<file path="config.mk">
export PLATFORM = sky130hd
export DESIGN_NAME = psGateGen
export DESIGN_NICKNAME = d
export VERILOG_FILES = /design/src/rtl/psGatePkg.sv /design/src/rtl/psGateCtrl.sv /design/src/rtl/psLegDecode.sv /design/src/rtl/psGateDatapath.sv /design/src/rtl/psGateGen.sv
export SDC_FILE = /design/constraint.sdc
export NUM_CORES = 1
export LEC_CHECK = 0
export BUFFER_PORTS_ARGS = -buffer_cell sky130_fd_sc_hd__buf_2
export CAP_MARGIN = 20
export CORE_ASPECT_RATIO = 1.1
export CORE_MARGIN = 5
export CORE_UTILIZATION = 45
export DETAILED_ROUTE_END_ITERATION = 6
export SYNTH_ARGS = -nofsm -noshare
export SYNTH_HDL_FRONTEND = slang
export SYNTH_SLANG_ARGS = --single-unit
</file>
<file path="constraint.sdc">
create_clock -name clk -period 3.5 [get_ports clk]
set_clock_uncertainty 0.05 [all_clocks]
set_input_delay 0.7 -clock clk [delete_from_list [all_inputs] [get_ports clk]]
set_output_delay 0.7 -clock clk [all_outputs]
set_load 0.03 [all_outputs]
</file>
<file path="src/rtl/psGatePkg.sv">
package psGatePkg;

  // Strobes from the sequencer to the gate datapath.
  typedef struct packed {
    logic run;    // block enabled this cycle
    logic blank;  // start-up blanking of all gates
    logic latch;  // sample shift and direction on this edge
  } ctrlStrobe_t;

  // Drive pair for one half-bridge leg.
  typedef struct packed {
    logic hi;
    logic lo;
  } legDrive_t;

endpackage

</file>
<file path="src/rtl/psGateCtrl.sv">
module psGateCtrl
  import psGatePkg::*;
#(
  parameter int PERIOD   = 24,
  parameter int DEAD_CYC = 2,
  parameter int CNT_W    = $clog2(PERIOD)
) (
  input  logic             clk,
  input  logic             rstN,
  input  logic             enable,
  output logic [CNT_W-1:0] phaseCnt,
  output ctrlStrobe_t      strobe
);

  localparam logic [CNT_W-1:0] LAST_C = CNT_W'(PERIOD - 1);
  localparam logic [CNT_W-1:0] DEAD_C = CNT_W'(DEAD_CYC);

  logic firstPeriod;
  logic atLast;

  assign atLast = (phaseCnt == LAST_C);

  always_ff @(posedge clk or negedge rstN) begin
    if (!rstN) begin
      phaseCnt    <= '0;
      firstPeriod <= 1'b1;
    end else if (!enable) begin
      phaseCnt    <= '0;
      firstPeriod <= 1'b1;
    end else begin
      phaseCnt <= atLast ? '0 : phaseCnt + 1'b1;
      if (atLast) firstPeriod <= 1'b0;
    end
  end

  always_comb begin
    strobe.run   = enable;
    strobe.latch = !enable || atLast;
    strobe.blank = firstPeriod && (phaseCnt < DEAD_C);
  end

endmodule

</file>
<file path="src/rtl/psLegDecode.sv">
module psLegDecode
  import psGatePkg::*;
#(
  parameter int DUTY_CYC = 10,
  parameter int DEAD_CYC = 2,
  parameter int CNT_W    = 5
) (
  input  logic [CNT_W-1:0] localTime,
  output legDrive_t        drive
);

  localparam logic [CNT_W-1:0] HI_START = CNT_W'(DEAD_CYC);
  localparam logic [CNT_W-1:0] HI_END   = CNT_W'(DUTY_CYC);
  localparam logic [CNT_W-1:0] LO_START = CNT_W'(DUTY_CYC + DEAD_CYC);

  always_comb begin
    drive.hi = (localTime >= HI_START) && (localTime < HI_END);
    drive.lo = (localTime >= LO_START);
  end

endmodule

</file>
<file path="src/rtl/psGateDatapath.sv">
module psGateDatapath
  import psGatePkg::*;
#(
  parameter int PERIOD   = 24,
  parameter int DUTY_CYC = 10,
  parameter int DEAD_CYC = 2,
  parameter int PH_W     = 5,
  parameter int CNT_W    = $clog2(PERIOD)
) (
  input  logic                  clk,
  input  logic                  rstN,
  input  ctrlStrobe_t           strobe,
  input  logic [CNT_W-1:0]      phaseCnt,
  input  logic                  modeUp,
  input  logic [PH_W-1:0]       phaseCmd,
  output legDrive_t [1:0]       legOut
);

  localparam int               PH_MAX     = PERIOD - DUTY_CYC - DEAD_CYC - 1;
  localparam logic [PH_W-1:0]  PH_MAX_CMD = PH_W'(PH_MAX);
  localparam logic [CNT_W-1:0] PH_MAX_CNT = CNT_W'(PH_MAX);
  localparam logic [CNT_W:0]   PER_X      = (CNT_W+1)'(PERIOD);

  logic [CNT_W-1:0]       satShift;
  logic [CNT_W-1:0]       shiftL;
  logic                   modeL;
  logic [CNT_W:0]         wrapSum;
  logic [CNT_W-1:0]       delayed;
  logic [1:0][CNT_W-1:0]  localTime;
  legDrive_t [1:0]        rawDrive;
  legDrive_t [1:0]        legQ;

  // Clamp the command so a boundary change stays inside low-side conduction.
  always_comb begin
    if (phaseCmd > PH_MAX_CMD) satShift = PH_MAX_CNT;
    else                       satShift = CNT_W'(phaseCmd);
  end

  always_ff @(posedge clk or negedge rstN) begin
    if (!rstN) begin
      shiftL <= '0;
      modeL  <= 1'b0;
    end else if (strobe.latch) begin
      shiftL <= satShift;
      modeL  <= modeUp;
    end
  end

  // Local time of the lagging leg: (count - shift) mod PERIOD.
  always_comb begin
    wrapSum = {1'b0, phaseCnt} + PER_X - {1'b0, shiftL};
    if (wrapSum >= PER_X) delayed = CNT_W'(wrapSum - PER_X);
    else                  delayed = CNT_W'(wrapSum);
    localTime[0] = modeL ? delayed  : phaseCnt;
    localTime[1] = modeL ? phaseCnt : delayed;
  end

  for (genvar g = 0; g < 2; g++) begin : g_leg
    psLegDecode #(
      .DUTY_CYC (DUTY_CYC),
      .DEAD_CYC (DEAD_CYC),
      .CNT_W    (CNT_W)
    ) u_legDecode (
      .localTime (localTime[g]),
      .drive     (rawDrive[g])
    );
  end

  always_ff @(posedge clk or negedge rstN) begin
    if (!rstN)                            legQ <= '0;
    else if (!strobe.run || strobe.blank) legQ <= '0;
    else                                  legQ <= rawDrive;
  end

  assign legOut = legQ;

endmodule

</file>
<file path="src/rtl/psGateGen.sv">
module psGateGen
  import psGatePkg::*;
#(
  parameter int PERIOD   = 24,
  parameter int DUTY_CYC = 10,
  parameter int DEAD_CYC = 2,
  parameter int PH_W     = 5
) (
  input  logic            clk,
  input  logic            rstN,
  input  logic            enable,
  input  logic            modeUp,
  input  logic [PH_W-1:0] phaseCmd,
  output logic            leg1HiGate,
  output logic            leg1LoGate,
  output logic            leg2HiGate,
  output logic            leg2LoGate
);

  localparam int CNT_W = $clog2(PERIOD);

  logic [CNT_W-1:0] phaseCnt;
  ctrlStrobe_t      strobe;
  legDrive_t [1:0]  legOut;

  psGateCtrl #(
    .PERIOD   (PERIOD),
    .DEAD_CYC (DEAD_CYC),
    .CNT_W    (CNT_W)
  ) u_ctrl (
    .clk      (clk),
    .rstN     (rstN),
    .enable   (enable),
    .phaseCnt (phaseCnt),
    .strobe   (strobe)
  );

  psGateDatapath #(
    .PERIOD   (PERIOD),
    .DUTY_CYC (DUTY_CYC),
    .DEAD_CYC (DEAD_CYC),
    .PH_W     (PH_W),
    .CNT_W    (CNT_W)
  ) u_datapath (
    .clk      (clk),
    .rstN     (rstN),
    .strobe   (strobe),
    .phaseCnt (phaseCnt),
    .modeUp   (modeUp),
    .phaseCmd (phaseCmd),
    .legOut   (legOut)
  );

  // Enable gates the outputs directly so a stop takes effect at once.
  assign leg1HiGate = legOut[0].hi & enable;
  assign leg1LoGate = legOut[0].lo & enable;
  assign leg2HiGate = legOut[1].hi & enable;
  assign leg2LoGate = legOut[1].lo & enable;

endmodule

</file>
# Word-level counts from Yosys, hierarchy flattened
# Index checks and enable logic that the tools add are counted.
# classes
n_addsub	4
magnitude_cmp	9
eq_ne	2
muxes	9
n_bitwise	4
reduce_logical	6
# ops
op	count
$mux 5	6
$ge 5x2->1 const B	2
$ge 5x4->1 const B	2
$lt 5x4->1 const B	2
$add 5x5->6 const B	1
$ge 6x5->1 const B	1
$sub 6x5->6	1
$add 5x1->5 const B	1
$eq 5x5->1 const B	1
$gt 5x4->1 const B	1
$lt 5x2->1 const B	1
$sub 5x5->5 const B	1
$and 1x1->1	4
$mux 4	1
$logic_and 1x1->1	3
$logic_or 1x1->1	2
$mux 1	2
$ne 2x1->1 const B	1
$logic_not 1->1	1
# word_totals
regBits	16
out_inout_bits	4
elab_cells	42

# Logic depth before layout (Yosys ltp)
# Gate-level depths: netlist of the first run.
# logic_depth
ltp_word	8
mapped_depth	12

# Cells and area by module
# A second synthesis of the first run with hierarchy kept.
# hier_totals
cells_unflattened	142
area_unflattened_um2	1276.2
# by_module_without_submodules
mod	instances	cells_per_inst	area_per_inst_um2	seq_area_each_um2
psGateDatapath	1	105	900.9	250.2
psGateCtrl	1	25	290.3	151.4
psLegDecode	2	4	30.0	0.0
psGateGen	1	4	25.0	0.0

# Worst setup path before layout of the first run
# No wires, ideal clock.
# synth_timing
kind	reg2reg
start	reg u_ctrl.phaseCnt[1]
end	reg u_datapath.legQ (netlist bit u_datapath.legOut[3])
arrival_time_ps	2716
slack_ps	669
stages_incl_launch_ff	11
n_path_buf	1
synth_period_minus_slack_ps	2831
path_cell_list	dfrtp_1 ha_1 ha_1 fa_1 buf_6 or3b_1 mux2i_1 a211oi_1 or4_1 a21oi_1 o211a_1
# synth_via
elab_chain_len	8
elab_cells_between_ends	13
# synth_rtl
item	line_no	source
start, declared	psGateCtrl.sv:11	output logic [CNT_W-1:0] phaseCnt,
start signal, assigned	psGateCtrl.sv:31	phaseCnt <= atLast ? '0 : phaseCnt + 1'b1;
$add 5x5->6	psGateDatapath.sv:51	wrapSum = {1'b0, phaseCnt} + PER_X - {1'b0, shiftL};
$sub 6x5->6	psGateDatapath.sv:51	
$sub 5x5->5 / $ge 6x5->1 (equally long branches)	psGateDatapath.sv:52	if (wrapSum >= PER_X) delayed = CNT_W'(wrapSum - PER_X);
$mux 5	psGateDatapath.sv:52	
$mux 5	psGateDatapath.sv:55	localTime[1] = modeL ? phaseCnt : delayed;
$ge 5x2->1 / $lt 5x4->1 (equally long branches)	psLegDecode.sv:17	drive.hi = (localTime >= HI_START) && (localTime < HI_END);
$logic_and 1x1->1	psLegDecode.sv:17	
$mux 4 *	psGateDatapath.sv:71	else if (!strobe.run || strobe.blank) legQ <= '0;
end signal, assigned	psGateDatapath.sv:72	else legQ <= rawDrive;
end, declared	psGateDatapath.sv:31	legDrive_t [1:0] legQ;
# Mark *: on every way between the ends. The rest lies on a longest branch, timed or not.
# A chain may end at the register's enable or synchronous reset.

# Worst setup path in the final report of the first run
# layout_timing
start	reg u_ctrl.phaseCnt[1]
end	reg u_datapath.legQ (netlist bit u_datapath.legOut[1])
# layout_via
elab_chain_len	8
elab_cells_between_ends	13
# layout_rtl
item	line_no	source
$add 5x5->6	psGateDatapath.sv:51	
$sub 6x5->6	psGateDatapath.sv:51	
$sub 5x5->5 / $ge 6x5->1 (equally long branches)	psGateDatapath.sv:52	
$mux 5	psGateDatapath.sv:52	
$mux 5	psGateDatapath.sv:54	localTime[0] = modeL ? delayed : phaseCnt;
$ge 5x2->1 / $lt 5x4->1 (equally long branches)	psLegDecode.sv:17	
$logic_and 1x1->1	psLegDecode.sv:17	
$mux 4 *	psGateDatapath.sv:71	
# Marked as above.

==> run metrics, run 1 <==
Buffers on Ports 12; CTS tree built; post-synthesis sequential area ratio a little under a third; Startpoint Class register; Post-route DRC 0; Initial Util 46.41%; Simple-Gate Fraction of Synth Area a little over a fifth; top_reg_cell synth dfrtp_1; largest net degree at the start of global routing 17; Top Ports 13; global-route wire length before repair around 4300 um; syn_area_per_cell between 8 and 9 um^2; # fillers around 280; Final ANT Viol Nets 0; DP Area 1303 um^2; ys async rst share between 90% and 100%; Final Instance Area roughly 1300 um^2; synth unique cells 44; Rows 20; adder-cell share of the synthesized area a little under an eighth; hold_buf cts 0; Clk pin slew, worst setup/hold paths between 100 and 150 ps; antenna fix cells 0; Final Max Slew Viols 0; final wirelength about 2400 um; 1st-pass router iterations 4; nets@finish 170; max_cap viols 0; share of layout cells above drive strength 1 16.78%; die area approximately 4000 um^2; Via Count 1007; cells after synthesis 142; slew margin rel. 73.59%; placer's final routability congestion estimate roughly 0.76; measured slew at the worst slew-check pin between 300 and 400 ps; Post-synth EDFFs 0; clk buf depth 2; crit end category register; Die X about 61 um; # clock sinks 16; vias per inst approximately 5.5; RSZ-0062 raised after global routing false; Post-Synth XOR/XNOR Area 5.485%; maximum VDD drop between 0.2 and 0.25 mV; status completed; setup violators final 0; Final Util 48.64%; Hold Fails Final Rpt 0; worst-path maximum fanout 8; GRT Util Overall 14.19%; Post-CTS Resized 0; Core ar. about 2800 um^2; Peak Freq between 300 and 400 MHz; vias in the first global route between 900 and 1000; initial antenna violation count 0; PwrDens between 300 and 400 nW/um^2; Syn Std Cell Area roughly 1300 um^2; DRT iter0 DRCs about 50; worst-skew pair later-pin latency approximately 300 ps; mux contribution to synthesized area 3.232%; Synth area leaders dfrtp_1 29%, ha_1 9.8%, and2_1 4.4%, xnor2_1 4.1%, a21oi_1 3.5%; WL/cell ~13 um; WP data required 3680 ps; register bit total from synthesis 16; Layout area overhead 4.799%; GR Overflow Total 0; WP data arrival between 3000 and 4000 ps; chip height 65.88 um; r2r setup slk between 400 and 500 ps; YS warnings 0; min Tclk post-route 3061 ps; largest family of logic cells by synthesized area simple AND/OR/NAND/NOR gates; Hold/Removal Path Class input pin to async pin; Root Driver clkbuf_4; post-CTS setup buffers 0; Yosys top cell area share ~30%; post-route setup TNS 0 ps; crit share post-route 87.46%; Synth Area in Compound Gates 17.53%; Yosys top cell by area dfrtp_1; Post-Syn Nets between 150 and 200; number of H-tree levels 1; dpl hpwl roughly 1900 um; leakage power about 0.00067 uW; CTS buffer count 3; critical path class register to register
[power breakdown]
| group | switching (uW) | total [uW] | internal [uW] |
|---|---|---|---|
| sequential | 8.83 | 204 | 195 |
| clock | 63.1 | 127 | 63.4 |
| combinational | 79.5 | 143 | 63.7 |
[per-stage QoR]
step,std cells,worst slack (ps),hold slack [ps],total power [uW]
floorplan,142,669.1,354.4,326.2
global placement,178,503.5,408.2,347.4
detailed placement,178,491.7,411.4,350.6
CTS,182,449.9,255.6,479.2
global route,182,296.6,272.8,505.2
finish,182,438.8,241.1,473.3
[worst paths after layout]
kind / start / end / cells past startpoint
min: rstN / u_datapath.legOut[2] / 1
max in group asynchronous: rstN / u_ctrl.firstPeriod / 1
min reg2reg: u_ctrl.firstPeriod / u_ctrl.firstPeriod / 2
min in group clk: u_ctrl.firstPeriod / u_ctrl.firstPeriod / 2
max: u_ctrl.phaseCnt[1] / u_datapath.legOut[1] / 9
max reg2reg: u_ctrl.phaseCnt[1] / u_datapath.legOut[1] / 9
[cell type report]
type / count / area [um^2] / area share (%)
multi-input combinational: 104 / 747.0 / 55.79
timing repair buffer: 13 / 67.56 / 5.047
inverter: 12 / 45.04 / 3.364
sequential: 16 / 401.6 / 30.00
clock buffer: 4 / 36.28 / 2.710
tap: 33 / 41.29 / 3.084
[sequential cells by signal (all words and copies together), names as in the netlist]
signal / cells
u_ctrl.phaseCnt: 5
u_datapath.legOut: 4
u_ctrl.firstPeriod: 1
u_datapath.modeL: 1
u_datapath.shiftL: 5
[placed cells by master, fill, tap and decap left out, types with 2 or more instances in the layout]
cell	synthesis	routed
o21ai_0	6	6
xor2_1	2	2
o211a_1	2	2
nand4_1	2	2
a211oi_1	3	3
inv_1	12	12
nand3_1	5	5
nor3_1	3	3
mux2i_1	3	3
a21oi_1	9	9
clkbuf_4	0	3
buf_2	1	12
dfrtp_1	15	15
nand2_1	12	12
xnor2_1	6	6
or2_2	2	2
o221ai_1	2	2
ha_1	10	10
nor2_1	7	7
and2_1	9	9
[cell usage after synthesis (2+ instances only)]
cell / instances
nand3_1: 5
nand2_1: 12
clkbuf_1: 4
a21oi_1: 9
nor3_1: 3
inv_1: 12
or2_2: 2
o21ai_0: 6
buf_6: 2
mux2i_1: 3
xor2_1: 2
xnor2_1: 6
o211a_1: 2
nand4_1: 2
o221ai_1: 2
ha_1: 10
and2_1: 9
dfrtp_1: 15
a211oi_1: 3
clkbuf_8: 3
nor2_1: 7
[cells by family (layout without fill, tap and decap cells)]
family,after synthesis,count (layout)
DFF,16,16
and+or+nand+nor,50,50
AOI/OAI and AO/OA,31,31
buffers and inverters,22,29
adders and majority gates,11,11
xor gates and xnor gates,8,8
muxes,4,4
[worst max-delay path: stages, from the launching register on]
cell and delay, ps:
dfrtp_1 430, ha_1 310, ha_1 250, fa_1 510, or3b_1 400, mux2i_1 190, a211oi_1 70, or4_1 430
a21boi_1 200, o211a_1 160
[layer usage]
layer / vias to the layer above / routed length, um / track usage [%]
li1: 507 / - / -
met4: 0 / 67 / 5.962
met2: 25 / 1194 / 21.52
met3: 6 / 113 / 3.320
met5: - / 0 / 0
met1: 469 / 1036 / 19.05
Power figures use the tool's default switching activity.
==> inputs of run 2 (changes only) <==
--- a/config.mk
+++ b/config.mk
@@ -9,8 +9,11 @@
 export CAP_MARGIN = 20
 export CORE_ASPECT_RATIO = 1.1
 export CORE_MARGIN = 5
-export CORE_UTILIZATION = 45
+export CORE_UTILIZATION = 50
+export CTS_CLUSTER_SIZE = 25
 export DETAILED_ROUTE_END_ITERATION = 6
+export PLACE_DENSITY = 0.69
 export SYNTH_ARGS = -nofsm -noshare
 export SYNTH_HDL_FRONTEND = slang
+export SYNTH_HIERARCHICAL = 1
 export SYNTH_SLANG_ARGS = --single-unit
==> run 2 against run 1 <==
Synthesized area fell by 1.6%. Total power rose by 5.9%. Core utilization rose by 5.9 points. Synthesized cell count fell by 2.1%. Fmax rose by 1.5%. Largest power group unchanged. Global-route usage fell by 0.30 points. Hold slack improved by 18 ps. Wire length fell by 4.9%. Via count fell by 2.0%.
==> run metrics, run 2 <==
status completed; worst-skew pair later-pin latency roughly 280 ps; initial antenna violation count 0; cells after synthesis about 140; Post-Syn Nets approximately 160; Final ANT Viol Nets 0; number of H-tree levels 1; sequential cell area 401.6 um^2; min Tclk post-route ~3000 ps; Post-CTS Resized 0; post-CTS setup buffers 0; placer's final routability congestion estimate between 0.8 and 0.9; setup violators final 0; chip height around 63 um; leakage power around 0.00064 uW; Clk pin slew, worst setup/hold paths 90 ps; most frequent cells in the layout 15 x inv_1, 15 x dfrtp_1, 12 x buf_2; multi-input combinational cell area roughly 740 um^2; nets@finish 170; Rows 19; Via Count between 900 and 1000; die area around 3600 um^2; DRT iter0 DRCs 26; WL/cell approximately 13 um; RSZ-0062 raised after global routing false; vias per inst ~5.5; slew margin rel. ~76%; crit-path max cell delay around 450 ps; largest net degree at the start of global routing 17; 1st-pass router iterations 4; crit share post-route approximately 86%; Critical path buffers and inverters 1; clk buf depth 2; # fillers 243; share of layout cells above drive strength 1 a little under a fifth; PwrDens around 380 nW/um^2; hold_buf cts 0; Worst Setup Slack, final roughly 480 ps; Initial Util around half; Startpoint Class register; WP data arrival approximately 3200 ps; worst-path maximum fanout 7; Die X 57.82 um; final wirelength around 2300 um; measured slew at the worst slew-check pin about 360 ps; Buffers on Ports 12; Core ar. between 2000 and 2500 um^2; Post-route DRC 0; YS warnings 6; Hold Slack around 260 ps; CTS tree built; Hold Fails Final Rpt 0; Root Driver clkbuf_4; GRT Util Overall between 10 and 15%; CP dominant cell by count ha_1; syn_area_per_cell between 9 and 10 um^2; dpl hpwl approximately 1800 um; Final Util roughly 55%; GR Overflow Total 0; Syn Std Cell Area around 1300 um^2; post-route setup TNS 0 ps; Total Power about 500 uW; Layout area overhead 6.269%; # clock sinks 16; global-route wire length before repair around 4000 um; Worst path slowest cell dfrtp_1; Crit path max-delay family adder cells; CTS buffer count 3; Hold/Removal Path Class input pin to async pin; crit end category register; maximum VDD drop about 0.35 mV; pre-CTS WS ~500 ps; max_cap viols 0; antenna fix cells 0; critical path cell sequence ha_1 -> ha_1 -> inv_1 -> fa_1 -> nand2b_1 -> a21oi_1 -> xnor2_1 -> o32ai_2 -> mux2_2 -> nor3_1 -> nor3_2 -> and2_1; vias in the first global route 948; Final Max Slew Viols 0; Top Ports 13; WP data required ~3600 ps; critical path class register to register; Peak Freq ~330 MHz
[run 2: layer usage]
| layer | wire [um] | vias up | global-route usage (%) |
|---|---|---|---|
| met1 | 1105 | 470 | 17.50 |
| met4 | 23 | 0 | 4.928 |
| met5 | 0 | - | 0 |
| met2 | 1113 | 9 | 23.02 |
| met3 | 50 | 4 | 2.893 |
| li1 | - | 504 | - |
[run 2: power by group]
group	total [uW]	internal [uW]	switching, uW
Sequential	205	195	9.61
Combinational	176	80.2	96.0
Clock	120	63.3	56.8
Total	501	339	162
[run 2: worst paths after layout]
check                                            end  slack [ps]               start  cells past startpoint
min in group clk                  u_ctrl/firstPeriod         460  u_ctrl/firstPeriod                      2
worst min-delay path            u_datapath/shiftL[0]         260                rstN                      1
worst max-delay path            u_datapath/legOut[3]         480  u_ctrl/phaseCnt[1]                     12
worst min register to register    u_ctrl/firstPeriod         460  u_ctrl/firstPeriod                      2
worst max register to register  u_datapath/legOut[3]         480  u_ctrl/phaseCnt[1]                     12
max in group asynchronous         u_ctrl/firstPeriod        2840                rstN                      1
[run 2: final cells by class]
class	instances	share of cell area, %
inverters	15	4.213
multi-input cells	102	55.62
clock buffers	4	2.715
repair buffers	12	4.494
well taps	31	2.903
flip-flops and latches	16	30.06
[run 2: stage by stage]
| step | cells | area (um^2) |
|---|---|---|
| after floorplan | 139 | 1257 |
| after global placement | 176 | 1300 |
| after detailed placement | 176 | 1300 |
| after CTS | 180 | 1336 |
| after global routing | 180 | 1336 |
| final | 180 | 1336 |
